<file path="config.mk">
export PLATFORM = sky130hd
export DESIGN_NAME = slvd_detector
export DESIGN_NICKNAME = d
export VERILOG_FILES = /design/src/rtl/slvd_pkg.sv /design/src/rtl/slvd_slot.sv /design/src/rtl/slvd_alloc.sv /design/src/rtl/slvd_oldest.sv /design/src/rtl/slvd_detector.sv
export SDC_FILE = /design/constraint.sdc
export NUM_CORES = 2
export LEC_CHECK = 0
export BUFFER_PORTS_ARGS = -buffer_cell sky130_fd_sc_hd__buf_2
export CORE_MARGIN = 3
export CORE_UTILIZATION = 50
export DETAILED_ROUTE_END_ITERATION = 6
export HOLD_SLACK_MARGIN = 0.15
export PLACE_DENSITY = 0.78
export SLEW_MARGIN = 30
export SYNTH_ARGS = -nofsm -noshare
export SYNTH_HDL_FRONTEND = slang
export SYNTH_HIERARCHICAL = 1
export SYNTH_SLANG_ARGS = --single-unit
export TNS_END_PERCENT = 5
</file>
<file path="constraint.sdc">
create_clock -name clk -period 129.9 [get_ports clk]
set_clock_uncertainty 0.1 [all_clocks]
set_input_delay 25.98 -clock clk [delete_from_list [all_inputs] [get_ports clk]]
set_output_delay 25.98 -clock clk [all_outputs]
set_load 0.005 [all_outputs]
</file>
<file path="src/rtl/slvd_pkg.sv">
package slvd_pkg;
  localparam int DEF_SLOTS  = 16;
  localparam int DEF_INUM_W = 8;
  localparam int DEF_ADDR_W = 32;
  localparam int DEF_TAG_W  = 12;
endpackage

</file>
<file path="src/rtl/slvd_slot.sv">
module slvd_slot #(
  parameter int IW = 8,
  parameter int TW = 12
) (
  input  logic          clk,
  input  logic          rst_n,
  input  logic          alloc,
  input  logic [IW-1:0] alloc_inum,
  input  logic [TW-1:0] alloc_tag,
  input  logic          cmt_valid,
  input  logic [IW-1:0] cmt_inum,
  input  logic          abt_valid,
  input  logic [IW-1:0] abt_inum,
  input  logic          chk_valid,
  input  logic [IW-1:0] chk_inum,
  input  logic [TW-1:0] chk_tag,
  output logic          busy,
  output logic [IW-1:0] inum,
  output logic          hit
);
  logic [TW-1:0] tag_q;
  logic [IW-1:0] d_abt, d_chk;
  logic          kill, retire;

  always_comb begin
    d_abt  = inum - abt_inum;
    d_chk  = inum - chk_inum;
    kill   = abt_valid & busy & ~d_abt[IW-1];
    retire = cmt_valid & busy & (inum == cmt_inum);
    hit    = busy & ~kill & chk_valid & (tag_q == chk_tag) &
             (d_chk != '0) & ~d_chk[IW-1];
  end

  always_ff @(posedge clk) begin
    if (!rst_n) begin
      busy  <= 1'b0;
      inum  <= '0;
      tag_q <= '0;
    end else if (alloc) begin
      busy  <= 1'b1;
      inum  <= alloc_inum;
      tag_q <= alloc_tag;
    end else if (kill | retire) begin
      busy  <= 1'b0;
    end
  end
endmodule

</file>
<file path="src/rtl/slvd_alloc.sv">
module slvd_alloc #(
  parameter int N = 16
) (
  input  logic [N-1:0] busy,
  output logic [N-1:0] grant,
  output logic         any_free
);
  always_comb begin
    grant = '0;
    for (int i = N - 1; i >= 0; i--) begin
      if (!busy[i]) grant = N'(1) << i;
    end
    any_free = ~&busy;
  end
endmodule

</file>
<file path="src/rtl/slvd_oldest.sv">
module slvd_oldest #(
  parameter int N  = 16,
  parameter int IW = 8
) (
  input  logic [N-1:0]    hit,
  input  logic [N*IW-1:0] inums,
  output logic            found,
  output logic [IW-1:0]   oldest
);
  logic [IW-1:0] cand, diff;
  always_comb begin
    found  = 1'b0;
    oldest = '0;
    for (int i = 0; i < N; i++) begin
      cand = inums[i*IW +: IW];
      diff = oldest - cand;
      if (hit[i] && (!found || ((diff != '0) && !diff[IW-1]))) begin
        oldest = cand;
        found  = 1'b1;
      end
    end
  end
endmodule

</file>
<file path="src/rtl/slvd_detector.sv">
module slvd_detector
  import slvd_pkg::*;
#(
  parameter int SLOTS  = DEF_SLOTS,
  parameter int INUM_W = DEF_INUM_W,
  parameter int ADDR_W = DEF_ADDR_W,
  parameter int TAG_W  = DEF_TAG_W
) (
  input  logic              clk,
  input  logic              rst_n,
  input  logic              exe_valid,
  output logic              exe_ready,
  input  logic [INUM_W-1:0] exe_inum,
  input  logic [ADDR_W-1:0] exe_addr,
  input  logic              cmt_valid,
  input  logic [INUM_W-1:0] cmt_inum,
  input  logic              abt_valid,
  input  logic [INUM_W-1:0] abt_inum,
  input  logic              chk_valid,
  input  logic [INUM_W-1:0] chk_inum,
  input  logic [ADDR_W-1:0] chk_addr,
  output logic              viol_valid,
  output logic [INUM_W-1:0] viol_inum
);
  localparam int FLAT_W = SLOTS * INUM_W;

  logic [SLOTS-1:0]  slot_busy, slot_hit, grant;
  logic [FLAT_W-1:0] slot_inum_flat;
  logic              any_free, exe_drop, exe_fire, found;
  logic [INUM_W-1:0] d_exe, oldest;
  logic [TAG_W-1:0]  exe_tag, chk_tag;

  assign exe_tag = exe_addr[TAG_W-1:0];
  assign chk_tag = chk_addr[TAG_W-1:0];

  slvd_alloc #(.N(SLOTS)) u_alloc (
    .busy(slot_busy), .grant(grant), .any_free(any_free)
  );

  always_comb begin
    d_exe     = exe_inum - abt_inum;
    exe_drop  = abt_valid & ~d_exe[INUM_W-1];
    exe_ready = any_free;
    exe_fire  = exe_valid & any_free & ~exe_drop;
  end

  for (genvar g = 0; g < SLOTS; g++) begin : g_slot
    slvd_slot #(.IW(INUM_W), .TW(TAG_W)) u_slot (
      .clk(clk), .rst_n(rst_n),
      .alloc(exe_fire & grant[g]),
      .alloc_inum(exe_inum), .alloc_tag(exe_tag),
      .cmt_valid(cmt_valid), .cmt_inum(cmt_inum),
      .abt_valid(abt_valid), .abt_inum(abt_inum),
      .chk_valid(chk_valid), .chk_inum(chk_inum), .chk_tag(chk_tag),
      .busy(slot_busy[g]),
      .inum(slot_inum_flat[g*INUM_W +: INUM_W]),
      .hit(slot_hit[g])
    );
  end

  slvd_oldest #(.N(SLOTS), .IW(INUM_W)) u_oldest (
    .hit(slot_hit), .inums(slot_inum_flat), .found(found), .oldest(oldest)
  );

  always_ff @(posedge clk) begin
    if (!rst_n) begin
      viol_valid <= 1'b0;
      viol_inum  <= '0;
    end else begin
      viol_valid <= found;
      viol_inum  <= found ? oldest : '0;
    end
  end
endmodule

</file>
==> run summary <==
The number of distinct standard cells referenced by the synthesized netlist came out at 96. The logs give 0 for the initial antenna violation count and 4350 for the count of nets after finishing. After synthesis the cells add up to 33300 um^2. In this run the tool buffered the top-level ports with 71 buffer cells.

After global routing the overflow that remains totals 0. The tree built by TritonCTS fans out to 345 sinks. The worst setup path is launched from a primary input. After the first detailed-routing iteration, the DRC count stood at 2384.

Detailed placement ended at an HPWL of 67100 um. The worst setup path is captured at a register. The run gives 14.1 MHz as the maximum achievable frequency. Pin placement for this block handled 112 I/O pins.

Setup repair after global routing left no endpoint under its margin. TritonCTS built the clock tree. The total power divided by cell area is 6.98 nW/um^2, and the final critical path time including I/O delays and setup is 70.74 ns. The detail route stage leaves a number of antenna-violating nets equal to 0.

The initial standard-cell utilization of the core is 51.0%. The total area inside the core boundary comes to 65200 um^2. The largest net degree at the start of global routing was 150; the share of synthesized registers carrying an async set or reset was 0%.

In this run the worst hold path is classified as register to register. The highest ir drop seen on vdd was 0.0127 mV; the number of hold violations in the final report was 0. The run gives 0 as the count of instances resized after the clock tree is built. The run gives 4292 as the post-synth net total. In this run the core area contains 93 standard-cell rows.

The total routing usage reported by global routing is 27.2%. The first TritonRoute pass finished after 6 iterations. The cell that appears most often on the critical path is sky130_fd_sc_hd__a21oi_1.

After detailed routing, the total wire length is 98100 um. The largest single stage delay on the critical path is 0.79 ns. At the worst endpoint, the required time is 130.29 ns. The cell with the largest stage delay on the worst path is sky130_fd_sc_hd__a211oi_2. The first global-routing pass estimated 152000 um of wire. The number of warnings reported in the yosys synthesis log is 6, and the worst hold slack is 0.432 ns.

The number of antenna diodes in the final layout is 0. The number of setup buffers added after CTS is 0. Synthesis handed over a netlist of 3840 instances. Of the cells placed in the final design, the portion with a size suffix greater than 1 is 9.08%. By area the synthesized netlist is led by sky130_fd_sc_hd__dfxtp_1 (21%), sky130_fd_sc_hd__ha_1 (12%), sky130_fd_sc_hd__mux2i_1 (10%), sky130_fd_sc_hd__nor2b_1 (6.9%), sky130_fd_sc_hd__xnor2_1 (6.4%).

The worst endpoint data arrival time is 71.13 ns. The transition time of the tightest slew-check pin was 0.951 ns. The H-tree depth reported by CTS is 2, and the leakage power of the design is 14.3 nW.

Across the run, the number of max-cap violations was 0. Of the available clock period, the critical path in the final layout requires 54.5%. For the final-report max-slew violation count, the log shows 0. The worst setup slack before clock tree synthesis is 59.53 ns.

The post-synthesis register bit count was 345; the count of hold buffers inserted by post-cts repair was 0. Clock-pin slew was measured on the worst setup and hold paths at 0.06 ns. The critical path is of the primary input to register type.

Of all cell types, the one taking the most synthesized area is sky130_fd_sc_hd__dfxtp_1. The prevailing post-synth register cell is sky130_fd_sc_hd__dfxtp_1. Setup slack on the critical path of the routed design comes to 59.16 ns. The tools report the sequential cell area fraction in the yosys report as 20.8%. Total negative slack for setup checks: 0 ns. Overall power consumption: 0.251 mW. The number of enable flip-flop cells after synthesis came out at 0. The tools report the via count of the first global-routing pass as 27498. The vertical extent of the die works out to 264 um. Setup violations remaining at the end of the flow were counted as 0.

In this run the deepest clock path goes through 3 buffers. After synthesis, the mean cell area works out to 8.66 um^2. Counting the buffers created by CTS gives 37. The die width came out at 264 um. Counting the fill cells in the layout gives 5757. Relative to the synthesized area, the layout overhead comes to 8.06%.

The fraction of synthesized cell area taken by the top area cell type came out at 20.8%. The routed layout has 28788 vias. In the routed design, unresolved DRC markers number 0. The clock latency at the later pin of the worst-skew pair was 0.55 ns; the ratio of routed vias to standard cells was 6.03. The detail-routed net length per standard cell is 20.5 um, and the final weighted congestion of routability-driven global placement is 0.900. Measured against its own limit, the worst slew margin works out to 36.5%. In this run the worst path has a maximum fanout of 22. The tree is rooted in a sky130_fd_sc_hd__clkbuf_16. The floorplan step defined a die boundary enclosing 69700 um^2. The run finished with clean final reports.
## state kept, by name (all words and copies together) (netlist names)
name                 cells
g_slot.u_slot/tag_q    192
g_slot.u_slot/inum     128
g_slot.u_slot/busy      16
viol_inum                8
viol_valid               1
## worst max-delay path: cells and delay by family
kind                       cells  cell delay [ns]
adders and majority gates     25             7.36
and+or+nand+nor               47             9.38
muxes                          7             2.79
buffers and inverters         15             1.49
AOI/OAI and AO/OA             86            22.40
xor gates and xnor gates      12             1.64
## final cells by class
class | count | area, um^2 | area share [%]
multi-input combinational | 2942 | 24400 | 67.9
sequential | 345 | 6910 | 19.2
inverter | 451 | 1690 | 4.71
tap | 855 | 1070 | 2.98
clock buffer | 54 | 1050 | 2.92
timing repair buffer | 121 | 747 | 2.08
clock inverter | 9 | 67.6 | 0.188
## synthesized netlist by cell type (16+ instances only)
master / number
sky130_fd_sc_hd__a2111oi_2: 16
sky130_fd_sc_hd__a211o_1: 23
sky130_fd_sc_hd__a211oi_1: 45
sky130_fd_sc_hd__a21o_1: 64
sky130_fd_sc_hd__a21oi_1: 96
sky130_fd_sc_hd__a221oi_1: 19
sky130_fd_sc_hd__a31oi_1: 26
sky130_fd_sc_hd__and2_1: 48
sky130_fd_sc_hd__and3_1: 19
sky130_fd_sc_hd__buf_2: 35
sky130_fd_sc_hd__clkbuf_1: 61
sky130_fd_sc_hd__dfxtp_1: 345
sky130_fd_sc_hd__fa_1: 31
sky130_fd_sc_hd__ha_1: 319
sky130_fd_sc_hd__inv_1: 451
sky130_fd_sc_hd__mux2_2: 40
sky130_fd_sc_hd__mux2i_1: 333
sky130_fd_sc_hd__nand2_1: 109
sky130_fd_sc_hd__nand2b_1: 45
sky130_fd_sc_hd__nand3_1: 29
sky130_fd_sc_hd__nand3b_1: 45
sky130_fd_sc_hd__nand4_1: 74
sky130_fd_sc_hd__nor2_1: 123
sky130_fd_sc_hd__nor2b_1: 366
sky130_fd_sc_hd__nor3_1: 34
sky130_fd_sc_hd__nor3b_1: 28
sky130_fd_sc_hd__nor4_1: 58
sky130_fd_sc_hd__o2111ai_1: 39
sky130_fd_sc_hd__o211a_1: 16
sky130_fd_sc_hd__o211ai_1: 22
sky130_fd_sc_hd__o21a_1: 33
sky130_fd_sc_hd__o21ai_0: 96
sky130_fd_sc_hd__o221ai_1: 32
sky130_fd_sc_hd__o22ai_1: 22
sky130_fd_sc_hd__or2_2: 38
sky130_fd_sc_hd__or4_4: 16
sky130_fd_sc_hd__xnor2_1: 243
sky130_fd_sc_hd__xor2_1: 230
## worst paths after layout
check / endpoint / start / slack (ns) / depth (start not counted)
max: viol_inum[5] / chk_inum[0] / 59.16 / 192
max reg2reg: viol_inum[5] / g_slot[0].u_slot/inum[0] / 84.55 / 191
min reg2reg: g_slot[0].u_slot/tag_q[1] / g_slot[0].u_slot/tag_q[1] / 0.43 / 2
min: g_slot[0].u_slot/tag_q[1] / g_slot[0].u_slot/tag_q[1] / 0.43 / 2
## layout by cell type (no fill, tap or decap), types with 33 or more instances in the layout
master / instances
sky130_fd_sc_hd__nor4_1: 57
sky130_fd_sc_hd__nand2_1: 109
sky130_fd_sc_hd__nor3_1: 34
sky130_fd_sc_hd__o21ai_0: 96
sky130_fd_sc_hd__mux2_2: 40
sky130_fd_sc_hd__and2_1: 47
sky130_fd_sc_hd__a21oi_1: 96
sky130_fd_sc_hd__mux2i_1: 333
sky130_fd_sc_hd__nand4_1: 74
sky130_fd_sc_hd__or2_2: 38
sky130_fd_sc_hd__nand3b_1: 45
sky130_fd_sc_hd__nand2b_1: 45
sky130_fd_sc_hd__nor2_1: 123
sky130_fd_sc_hd__ha_1: 319
sky130_fd_sc_hd__inv_1: 451
sky130_fd_sc_hd__nor2b_1: 366
sky130_fd_sc_hd__o2111ai_1: 39
sky130_fd_sc_hd__xnor2_1: 243
sky130_fd_sc_hd__dfxtp_1: 345
sky130_fd_sc_hd__buf_2: 70
sky130_fd_sc_hd__clkbuf_16: 37
sky130_fd_sc_hd__o21a_1: 33
sky130_fd_sc_hd__buf_4: 48
sky130_fd_sc_hd__xor2_1: 230
sky130_fd_sc_hd__a21o_1: 64
## routing by layer
metal	track usage, %	vias to the layer above	part of all wire, %
met3	3.84	261	8.6
met2	42.5	1231	43
met5	0	-	0
met4	13.6	0	5.6
li1	-	13616	-
met1	36.5	13680	43
## kinds of logic (layout without fill, tap and decap cells)
group / Yosys count / after routing / synth area share, %
AND/OR/NAND/NOR: 1080 / 1080 / 19.3
flip-flops: 345 / 345 / 20.8
XOR/XNOR: 475 / 475 / 12.6
AO/OA/AOI/OAI: 657 / 657 / 15.4
buffers and inverters: 553 / 635 / 6.47
adder cells (fa/ha/maj): 350 / 350 / 13.9
multiplexers: 380 / 380 / 11.7
## power by group
| group | internal (mW) | switching [mW] |
|---|---|---|
| Clock | 0.0563 | 0.0453 |
| Sequential | 0.107 | 0.00115 |
| Combinational | 0.0151 | 0.0264 |
| Total | 0.178 | 0.0728 |
## per-stage QoR
step / utilization [%] / area, um^2 / cells
2_1_floorplan: - / 33300 / 3840
3_3_place_gp: 53.4 / 34800 / 4713
3_5_place_dp: 53.4 / 34800 / 4713
4_1_cts: 55.1 / 35900 / 4776
5_1_grt: 55.2 / 35900 / 4777
6_report: 55.2 / 35900 / 4777
(Power assumes the default switching activity.)
